`config.mk`:
```
export PLATFORM = sky130hd
export DESIGN_NAME = errcnt_latch_ctrl
export DESIGN_NICKNAME = d
export VERILOG_FILES = /design/src/rtl/errcnt_pkg.sv /design/src/rtl/errcnt_cfg_reg.sv /design/src/rtl/errcnt_upd_gen.sv /design/src/rtl/errcnt_cnt_bank.sv /design/src/rtl/errcnt_latch_ctrl.sv
export SDC_FILE = /design/constraint.sdc
export NUM_CORES = 1
export LEC_CHECK = 0
export ABC_AREA = 1
export BUFFER_PORTS_ARGS = -buffer_cell sky130_fd_sc_hd__buf_4
export CORE_MARGIN = 10
export CORE_UTILIZATION = 43
export DETAILED_ROUTE_END_ITERATION = 6
export PLACE_DENSITY = 0.66
export SLEW_MARGIN = 10
export SYNTH_ARGS = -nofsm -noshare
export SYNTH_HDL_FRONTEND = slang
export SYNTH_HIERARCHICAL = 1
export SYNTH_SLANG_ARGS = --single-unit
```
`constraint.sdc`:
```
create_clock -name clk -period 2.6 [get_ports clk]
set_input_delay 0.13 -clock clk [delete_from_list [all_inputs] [get_ports clk]]
set_output_delay 0.13 -clock clk [all_outputs]
set_load 0.02 [all_outputs]
```
`src/rtl/errcnt_pkg.sv`:
```
package errcnt_pkg;

  typedef struct packed {
    logic mf_sel;      // bit 7: framing counter counts multiframe sync loss (T1)
    logic fs_rep;      // bit 6: add signaling framing-bit errors (T1)
    logic xz_inc;      // bit 5: add excessive-zero events to line-code count
    logic shared_sec;  // bit 4: follow shared one-second timer
    logic ext_sel;     // bit 3: external pin drives manual latch
    logic man_toggle;  // bit 2: software manual latch bit
    logic short_int;   // bit 1: frame-count interval instead of one second
    logic manual;      // bit 0: manual accumulation mode
  } ecfg_t;

  localparam int unsigned NCNT    = 2;
  localparam int unsigned IDX_LCV = 0;
  localparam int unsigned IDX_FRM = 1;

endpackage

```
`src/rtl/errcnt_cfg_reg.sv`:
```
module errcnt_cfg_reg
  import errcnt_pkg::*;
(
  input  logic       clk,
  input  logic       rst_n,
  input  logic       we,
  input  logic [7:0] wdata,
  output ecfg_t      cfg
);

  always_ff @(posedge clk) begin
    if (!rst_n)  cfg <= '0;
    else if (we) cfg <= ecfg_t'(wdata);
  end

endmodule

```
`src/rtl/errcnt_upd_gen.sv`:
```
module errcnt_upd_gen
  import errcnt_pkg::*;
#(
  parameter int unsigned FR_T1 = 333,
  parameter int unsigned FR_E1 = 500
) (
  input  logic  clk,
  input  logic  rst_n,
  input  ecfg_t cfg,
  input  logic  line_e1,
  input  logic  sec_tick,
  input  logic  sec_shared,
  input  logic  frame_tick,
  input  logic  ext_latch,
  output logic  upd
);

  localparam int unsigned FR_MAX = (FR_T1 > FR_E1) ? FR_T1 : FR_E1;
  localparam int unsigned FW     = (FR_MAX > 2) ? $clog2(FR_MAX) : 1;
  localparam logic [FW-1:0] LIM_T1 = FW'(FR_T1 - 1);
  localparam logic [FW-1:0] LIM_E1 = FW'(FR_E1 - 1);

  logic          man_q, ext_q, sh_q, short_q, mode_q;
  logic [FW-1:0] fcnt;
  logic [FW-1:0] lim;
  logic          restart, fire, man_rise, ext_rise, sh_rise;
  logic          timed_trig, manual_trig, trig;

  // previous-value flops for edge detection and interval restart
  always_ff @(posedge clk) begin
    if (!rst_n) begin
      man_q   <= 1'b0;
      ext_q   <= 1'b0;
      sh_q    <= 1'b0;
      short_q <= 1'b0;
      mode_q  <= 1'b0;
    end else begin
      man_q   <= cfg.man_toggle;
      ext_q   <= ext_latch;
      sh_q    <= sec_shared;
      short_q <= cfg.short_int;
      mode_q  <= line_e1;
    end
  end

  always_comb begin
    lim      = line_e1 ? LIM_E1 : LIM_T1;
    restart  = (short_q != cfg.short_int) || (mode_q != line_e1);
    fire     = cfg.short_int && frame_tick && !restart && (fcnt == lim);
    man_rise = cfg.man_toggle && !man_q;
    ext_rise = ext_latch && !ext_q;
    sh_rise  = sec_shared && !sh_q;
  end

  // frame interval counter
  always_ff @(posedge clk) begin
    if (!rst_n)                      fcnt <= '0;
    else if (restart || !cfg.short_int) fcnt <= '0;
    else if (frame_tick)             fcnt <= (fcnt == lim) ? '0 : fcnt + 1'b1;
  end

  always_comb begin
    if (cfg.short_int)       timed_trig = fire;
    else if (cfg.shared_sec) timed_trig = sh_rise;
    else                     timed_trig = sec_tick;
    manual_trig = cfg.ext_sel ? ext_rise : man_rise;
    trig        = cfg.manual ? manual_trig : timed_trig;
  end

  always_ff @(posedge clk) begin
    if (!rst_n) upd <= 1'b0;
    else        upd <= trig;
  end

endmodule

```
`src/rtl/errcnt_cnt_bank.sv`:
```
module errcnt_cnt_bank #(
  parameter int unsigned N  = 2,
  parameter int unsigned CW = 16
) (
  input  logic            clk,
  input  logic            rst_n,
  input  logic [N-1:0]    inc,
  input  logic            latch,
  output logic [N*CW-1:0] run,
  output logic [N*CW-1:0] hold,
  output logic            done
);

  localparam logic [CW-1:0] MAXV = {CW{1'b1}};

  for (genvar g = 0; g < N; g++) begin : g_cnt
    logic [CW-1:0] r_q, h_q;

    always_ff @(posedge clk) begin
      if (!rst_n) begin
        r_q <= '0;
        h_q <= '0;
      end else if (latch) begin
        h_q <= r_q;
        r_q <= inc[g] ? CW'(1) : '0;
      end else if (inc[g] && r_q != MAXV) begin
        r_q <= r_q + 1'b1;
      end
    end

    assign run[g*CW +: CW]  = r_q;
    assign hold[g*CW +: CW] = h_q;
  end

  always_ff @(posedge clk) begin
    if (!rst_n) done <= 1'b0;
    else        done <= latch;
  end

endmodule

```
`src/rtl/errcnt_latch_ctrl.sv`:
```
module errcnt_latch_ctrl
  import errcnt_pkg::*;
#(
  parameter int unsigned CW    = 16,
  parameter int unsigned FR_T1 = 333,
  parameter int unsigned FR_E1 = 500
) (
  input  logic          clk,
  input  logic          rst_n,
  input  logic          cfg_we,
  input  logic [7:0]    cfg_wdata,
  input  logic          line_e1,
  input  logic          sec_tick,
  input  logic          sec_shared,
  input  logic          frame_tick,
  input  logic          ext_latch,
  input  logic          ev_lcv,
  input  logic          ev_xz,
  input  logic          ev_ft_err,
  input  logic          ev_fs_err,
  input  logic          ev_mf_loss,
  output logic [CW-1:0] lcv_count,
  output logic [CW-1:0] frm_count,
  output logic          upd_done
);

  ecfg_t                cfg;
  logic                 upd;
  logic [NCNT-1:0]      inc;
  logic [NCNT*CW-1:0]   run_vec, hold_vec;
  logic [CW-1:0]        lcv_run, frm_run;

  errcnt_cfg_reg u_cfg (
    .clk   (clk),
    .rst_n (rst_n),
    .we    (cfg_we),
    .wdata (cfg_wdata),
    .cfg   (cfg)
  );

  errcnt_upd_gen #(.FR_T1(FR_T1), .FR_E1(FR_E1)) u_upd (
    .clk        (clk),
    .rst_n      (rst_n),
    .cfg        (cfg),
    .line_e1    (line_e1),
    .sec_tick   (sec_tick),
    .sec_shared (sec_shared),
    .frame_tick (frame_tick),
    .ext_latch  (ext_latch),
    .upd        (upd)
  );

  // event selection per counter
  always_comb begin
    inc          = '0;
    inc[IDX_LCV] = ev_lcv || (cfg.xz_inc && ev_xz);
    if (line_e1)         inc[IDX_FRM] = ev_ft_err;
    else if (cfg.mf_sel) inc[IDX_FRM] = ev_mf_loss;
    else                 inc[IDX_FRM] = ev_ft_err || (cfg.fs_rep && ev_fs_err);
  end

  errcnt_cnt_bank #(.N(NCNT), .CW(CW)) u_bank (
    .clk   (clk),
    .rst_n (rst_n),
    .inc   (inc),
    .latch (upd),
    .run   (run_vec),
    .hold  (hold_vec),
    .done  (upd_done)
  );

  assign lcv_run   = run_vec[IDX_LCV*CW +: CW];
  assign frm_run   = run_vec[IDX_FRM*CW +: CW];
  assign lcv_count = hold_vec[IDX_LCV*CW +: CW];
  assign frm_count = hold_vec[IDX_FRM*CW +: CW];

endmodule

```
After elaboration in Yosys (flattened, before gate mapping):

Cells that the tools add are included.
W data, S select, Z words.

* RAM bits: 0
* word-level logic and storage cells: 65
* output and inout bits: 33
* bits of input ports: 21
* bits in latches: 0
* memory bits (read-only): 0
* memories: 0
* bits in registers: 88

* reduce and logical (&&, ||, !) cells: 22
* divide/modulo/power cells: 0
* $lt $le $gt $ge: 0
* multiplexer cells: 14
* $mul: 0
* add/sub/neg operators: 3
* shift operators: 0
* bitwise operators: 1
* equal/unequal tests: 5

Operator list (count)
* $mux W16: 4
* $add A16 B1 Y16 const B: 2
* $ne A16 B16 Y1 const B: 2
* $logic_and A1 B1 Y1: 10
* $add A9 B1 Y9 const B: 1
* $eq A9 B9 Y1: 1
* $mux W9: 1
* $mux W1: 8
* $mux W8: 1
* $logic_not A1 Y1: 5
* $logic_or A1 B1 Y1: 4
* $reduce_bool A2 Y1: 2
* $ne A1 B1 Y1: 2
* $reduce_or A2 Y1: 1
* $not A1 Y1: 1

Logic depth before layout (Yosys ltp):

* depth in word-level cells: 7
* gate-level depth with buffers: 10
* gate-level depth less buffers: 10

Cells and area by module:

Netlist, hierarchy kept.

Modules (own cells, without submodules)
* errcnt_cnt_bank: instances 1, seq. area each 1301.2 µm², area each 2877.8 µm², cells each 399
* errcnt_upd_gen: instances 1, seq. area each 300.3 µm², area each 720.7 µm², cells each 103
* errcnt_cfg_reg: instances 1, seq. area each 160.2 µm², area each 356.6 µm², cells each 51
* errcnt_latch_ctrl: instances 1, seq. area each 0.0 µm², area each 40.0 µm², cells each 9

Least setup slack after synthesis:

Ideal clock, no wire load.

* kind: register to register
* start point: register u_bank.g_cnt[0].r_q[0]
* end point: register u_bank.g_cnt[0].r_q[10]
* path slack: 1.137 ns
* library setup time: 0.116 ns
* path buffers: 0
* required time: 2.484 ns
* cell stages (with the launch flop): 10
* arrival: 1.347 ns
* period minus slack after synthesis: 1.463 ns
* path through: dfxtp_1 > ha_1 > nand2_2 > nor2_4 > nand2_4 > nor2_1 > nor2_1 > nand2_1 > o21ai_0 > nor2_1

* cells in the longest elaborated chain, start to end: 3
* elaborated cells on any way between the ends: 6
* classes of those cells: add/sub (1); eq/ne (1); mux (2); reduce/logical (2)

Ends and longest elaborated chain
* start: declaration: RTL line errcnt_cnt_bank.sv:17 `logic [CW-1:0] r_q, h_q;`
* start signal: assignment: RTL line errcnt_cnt_bank.sv:25 `r_q <= inc[g] ? CW'(1) : '0;`
* start signal: assignment: RTL line errcnt_cnt_bank.sv:27 `r_q <= r_q + 1'b1;`
* $add A16 B1 Y16 / $ne A16 B16 Y1 (equally long branches): RTL line errcnt_cnt_bank.sv:27, errcnt_cnt_bank.sv:26
* $mux W16 / $logic_and A1 B1 Y1 (equally long branches): RTL line errcnt_cnt_bank.sv:26 `end else if (inc[g] && r_q != MAXV) begin`
* $mux W16 / $reduce_bool A2 Y1 (equally long branches)

Several ways; a longest one is shown, not always the timed one. The select of a mux whose other input is x is not followed.
A chain may end at the register's enable or synchronous reset.

Worst setup path after layout:

* start point: register u_bank.g_cnt[1].r_q[1]
* end point: register u_bank.g_cnt[1].r_q[10]

* cells in the longest elaborated chain, start to end: 3
* elaborated cells on any way between the ends: 6
* classes of those cells: add/sub (1); eq/ne (1); mux (2); reduce/logical (2)

Ends and longest elaborated chain (RTL line)
* start: declaration: errcnt_cnt_bank.sv:17
* start signal: assignment: errcnt_cnt_bank.sv:25
* start signal: assignment: errcnt_cnt_bank.sv:27
* $add A16 B1 Y16 / $ne A16 B16 Y1 (equally long branches): errcnt_cnt_bank.sv:27, errcnt_cnt_bank.sv:26
* $mux W16 / $logic_and A1 B1 Y1 (equally long branches): errcnt_cnt_bank.sv:26
* $mux W16 / $reduce_bool A2 Y1 (equally long branches)

Several ways; a longest one is shown, not always the timed one. The select of a mux whose other input is x is not followed.

==> flow_results.org <==
** Worst setup path
- The worst register-to-register path begins at u_bank/g_cnt[1].r_q[1].
- Counting both buffers and inverters, the worst setup path holds a total of 0.
- STA classifies the critical path endpoint as a flop.
- For this run, the slowest stage of the critical path takes 380 ps.
- The worst setup path is of the flop to flop kind.
- In this design, the critical path's most frequently occurring cell is sky130_fd_sc_hd__nand2_2.
- STA puts the critical path data arrival time at 2120 ps.
- The worst setup path is launched from a flop.
- In this run the worst setup path begins at u_bank/g_cnt[1].r_q[1].
- Worst-path cell with the longest stage delay :: sky130_fd_sc_hd__dfxtp_1
- Along the worst path, the maximum fanout reaches 13.
- STA puts the critical path data required time at 2850 ps.
- The critical path goes through ha_1 > nand2_2 > nor2_4 > nand2_4 > o21ai_4 > nand2_2 > o21ai_0 > nor2_1.
- Reg2Reg Setup Slack :: 730 ps
- Family with the most delay on the worst path :: simple AND/OR/NAND/NOR gates

** Run
- The tool flagged a number of max-cap violations equal to 0.

** STA
- For the final database, setup skew stands at 11.4 ps.
- Post-route setup TNS :: 0 ps
- Setup violations remaining at the end of the flow were counted as 0.
- After layout, the minimum clock period comes to 1870 ps.
- Worst hold-check slack :: 41.2 ps
- Setup repair after global routing missed its margin :: false
- Peak Freq :: 534 MHz
- Once routing completed, OpenROAD measured the worst setup slack at 727 ps.
- Max transition margin :: 0.667
- Final hold violation count :: 0
- The max-slew violation total from the final report is 0.
- Actual transition at the worst max-transition pin :: 497 ps
- In the finished design, the share of the clock period the worst path needs comes to 0.721.

** Yosys
- After synthesis the cells add up to 4000 sq um.
- Counting every net in the synthesized netlist gives 586.
- After synthesis the netlist holds a flip-flop and latch count of 88.
- Yosys mapped a number of flops with a built-in enable equal to 0.
- The Yosys step of the flow raised 6 warnings.
- Asr flop ratio synth :: 0
- Leading cell type by number of instances after synthesis :: sky130_fd_sc_hd__nand2_1
- Gate count after technology mapping :: 562
- Of the post-synthesis cell area, the dominant cell type holds 0.441.
- Top area cells in the synthesized netlist :: sky130_fd_sc_hd__dfxtp_1 44%, sky130_fd_sc_hd__nand2_1 14%, sky130_fd_sc_hd__nor2_1 6.9%, sky130_fd_sc_hd__o21ai_0 6.5%, sky130_fd_sc_hd__inv_1 6.3%
- Synth cell count leaders :: 154 x sky130_fd_sc_hd__nand2_1, 88 x sky130_fd_sc_hd__dfxtp_1, 73 x sky130_fd_sc_hd__nor2_1, 67 x sky130_fd_sc_hd__inv_1, 52 x sky130_fd_sc_hd__o21ai_0
- Avg Synthesized Cell Area :: 7.11 sq um
- The synthesized netlist contains 32 unique library cells.
- Of the synthesized area, sequential elements account for 0.441.
- The largest total area in the synthesized netlist belongs to sky130_fd_sc_hd__dfxtp_1.
- Synth Flop Type :: sky130_fd_sc_hd__dfxtp_1

** Routing
- Before antenna repair, the detailed router went through 4 iterations.
- Wirelength per Cell :: 12.2 um
- For this run, design rule violations remaining after detail routing come to 0.
- The detailed router placed 3,550 vias in this run.
- WL final :: 8.92 mm
- After detailed routing, the number of vias per cell comes to 4.86.
- The detailed router finished its first iteration with 214 violations.
- The count of nets left with antenna violations once routing finished came out at 0.

** Cells and area
- Once layout is complete, the utilization of the core stands at 0.509.
- Compared with the post-synthesis result, the final layout area differs by 16.6%.
- Fraction of final layout cells with drive strength greater than 1 :: 0.169
- Once layout is done, the placed cells without fillers occupy 4660 sq um.
- The finished layout holds 731 standard cells, fillers aside.
- The repair_antennas step left the layout with diodes totalling 0.
- Post-layout nets :: 639

** Placement
- At the end of routability-driven placement, the weighted congestion stood at 0.883.
- Cell count after placement :: 713
- The placed instances occupy a cell area of 4450 sq um.
- Setup Slack @ Placement :: 749 ps
- Detailed placement finished with a half-perimeter wire length of 6.58 mm.
- The count of buffers added on input and output ports is 53.

** Power and ir drop
- The worst-case IR drop observed on VDD is 0.000264 V.
- Sw power :: 0.634 mW
- Cell internal pwr :: 1.85 mW
- Part of the total power dissipated in sequential elements :: 0.562
- Summed over all cells, the static leakage comes to 1.91 nW.
- Overall power after layout :: 2.49 mW
- Combinational share of power :: 0.086
- Part of the total power dissipated in the clock network :: 0.352
- Net Sw Frac :: 0.255
- Power per unit of standard cell area :: 534 nW/um^2

** GRT
- Pin count of the biggest net entering global routing :: 41
- Total gr overflow :: 0
- Initial antenna violation count :: 0
- All-Layer GR Usage :: 0.140
- The first global-routing pass estimated 15.5 mm of wire.
- Via count of the first global-routing pass :: 3,365

** Clock tree
- Number of H-tree levels :: 3
- TritonCTS built the clock tree.
- The clock passes through at most 2 buffers.
- CTS saw 88 sinks.
- Clock latency on the worst-skew pair, taken at its later pin, is 350 ps.
- Clock-pin transition on the worst setup and hold timing paths :: 80 ps
- Number of buffers created by CTS :: 9
- The tree is rooted in a sky130_fd_sc_hd__clkbuf_8.
- Post-CTS repair changed the size of 0 cells.

** Floorplanning
- Top-level I/O count :: 54
- Measured along the x axis, the die boundary spans 116 um.
- Area of the core region :: 9150 sq um
- Initial standard-cell utilization of the core :: 0.437
- The floorplan has 35 rows.
- Total Die Area :: 13,500 sq um
- Vertical extent of the die :: 116 um

** Hold path
- In this run the worst hold path is classified as input pin to flop.
- Hold path startpoint :: line_e1

** Status
- The flow ran to the end, and the final reports show no timing, DRC or antenna violations.
[worst reg2reg max path, delay by kind of cell (launching register included)]
kind / cells / cell delay [ps]
fa+ha+maj: 1 / 230
flops: 1 / 380
simple gates: 5 / 610
compound gates: 2 / 550
[what timing repair did]
action | in CTS | in global routing
setup buffers | 0 | 0
endpoints found under the hold margin | 2 | 0
hold buffers | 2 | 0
[layout make-up]
type | instances | area, sq um
Fill cell | 916 | 4490
Multi-Input combinational cell | 388 | 1860
Sequential cell | 88 | 1760
Timing Repair Buffer | 57 | 445
Inverter | 71 | 267
Clock buffer | 12 | 155
Tap cell | 111 | 139
Clock inverter | 4 | 28.8
[placed cells by master (no fill, tap or decap)]
cell	netlist	layout
sky130_fd_sc_hd__o21ai_0	52	52
sky130_fd_sc_hd__clkbuf_1	6	1
sky130_fd_sc_hd__buf_12	0	1
sky130_fd_sc_hd__nand2_4	2	2
sky130_fd_sc_hd__clkinv_4	0	1
sky130_fd_sc_hd__a21oi_2	2	2
sky130_fd_sc_hd__clkinv_2	0	1
sky130_fd_sc_hd__and3_2	1	1
sky130_fd_sc_hd__o211ai_1	1	1
sky130_fd_sc_hd__buf_4	0	54
sky130_fd_sc_hd__a31o_2	1	1
sky130_fd_sc_hd__nor3b_2	1	1
sky130_fd_sc_hd__xor2_1	4	4
sky130_fd_sc_hd__nor2_1	73	72
sky130_fd_sc_hd__inv_2	3	3
sky130_fd_sc_hd__nand3b_1	2	2
sky130_fd_sc_hd__nor3b_1	2	2
sky130_fd_sc_hd__a22o_1	5	5
sky130_fd_sc_hd__nor2_4	5	6
sky130_fd_sc_hd__a21o_1	1	1
sky130_fd_sc_hd__dfxtp_1	88	88
sky130_fd_sc_hd__nand4_1	7	7
sky130_fd_sc_hd__a21oi_1	24	24
sky130_fd_sc_hd__clkbuf_8	0	11
sky130_fd_sc_hd__ha_1	3	3
sky130_fd_sc_hd__inv_1	67	67
sky130_fd_sc_hd__nor3_1	3	3
sky130_fd_sc_hd__clkinvlp_4	0	2
sky130_fd_sc_hd__dlygate4sd3_1	0	2
sky130_fd_sc_hd__xnor2_1	2	2
sky130_fd_sc_hd__o21ai_4	2	2
sky130_fd_sc_hd__nor2_2	4	4
sky130_fd_sc_hd__nand3_1	24	24
sky130_fd_sc_hd__nand2_2	13	13
sky130_fd_sc_hd__nand2_1	154	154
sky130_fd_sc_hd__clkinv_1	1	1
[worst paths after layout]
path / to / cells after the start
setup / recovery: u_bank/g_cnt[1].r_q[10] / 8
hold / removal: u_upd/mode_q / 3
setup reg to reg: u_bank/g_cnt[1].r_q[10] / 8
hold reg to reg: u_upd/man_q / 2
[layer usage]
metal | routed length (um) | up-vias | track usage
met2 | 3850 | 76 | 0.212
met5 | 0 | - | 0
met4 | 114 | 0 | 0.0542
li1 | - | 1869 | -
met1 | 4400 | 1594 | 0.185
met3 | 557 | 11 | 0.0380
[cells by family after synthesis]
family | count (synthesis) | synth area share
and+or+nand+nor | 291 | 0.317
DFF | 88 | 0.441
adders and majority gates | 3 | 0.00940
buffers and inverters | 86 | 0.0949
xor gates and xnor gates | 6 | 0.0132
AOI/OAI and AO/OA | 88 | 0.125
[registers in the layout, summed over array words and instances (netlist names)]
name              count
u_upd/fcnt            9
u_upd/sh_q            1
u_bank/done           1
u_cfg/cfg             8
u_upd/short_q         1
u_upd/upd             1
u_upd/mode_q          1
u_upd/ext_q           1
u_upd/man_q           1
u_bank/g_cnt.r_q     32
u_bank/g_cnt.h_q     32
[power groups by stage]
stage / Clock [mW] / Sequential [mW] / Combinational [mW]
after floorplan: 0 / 1.43 / 0.145
after global placement: 0 / 1.43 / 0.210
after detailed placement: 0 / 1.43 / 0.213
after CTS: 0.903 / 1.40 / 0.216
after global routing: 0.952 / 1.40 / 0.246
final: 0.875 / 1.40 / 0.215
Power figures use the tool's default switching activity.
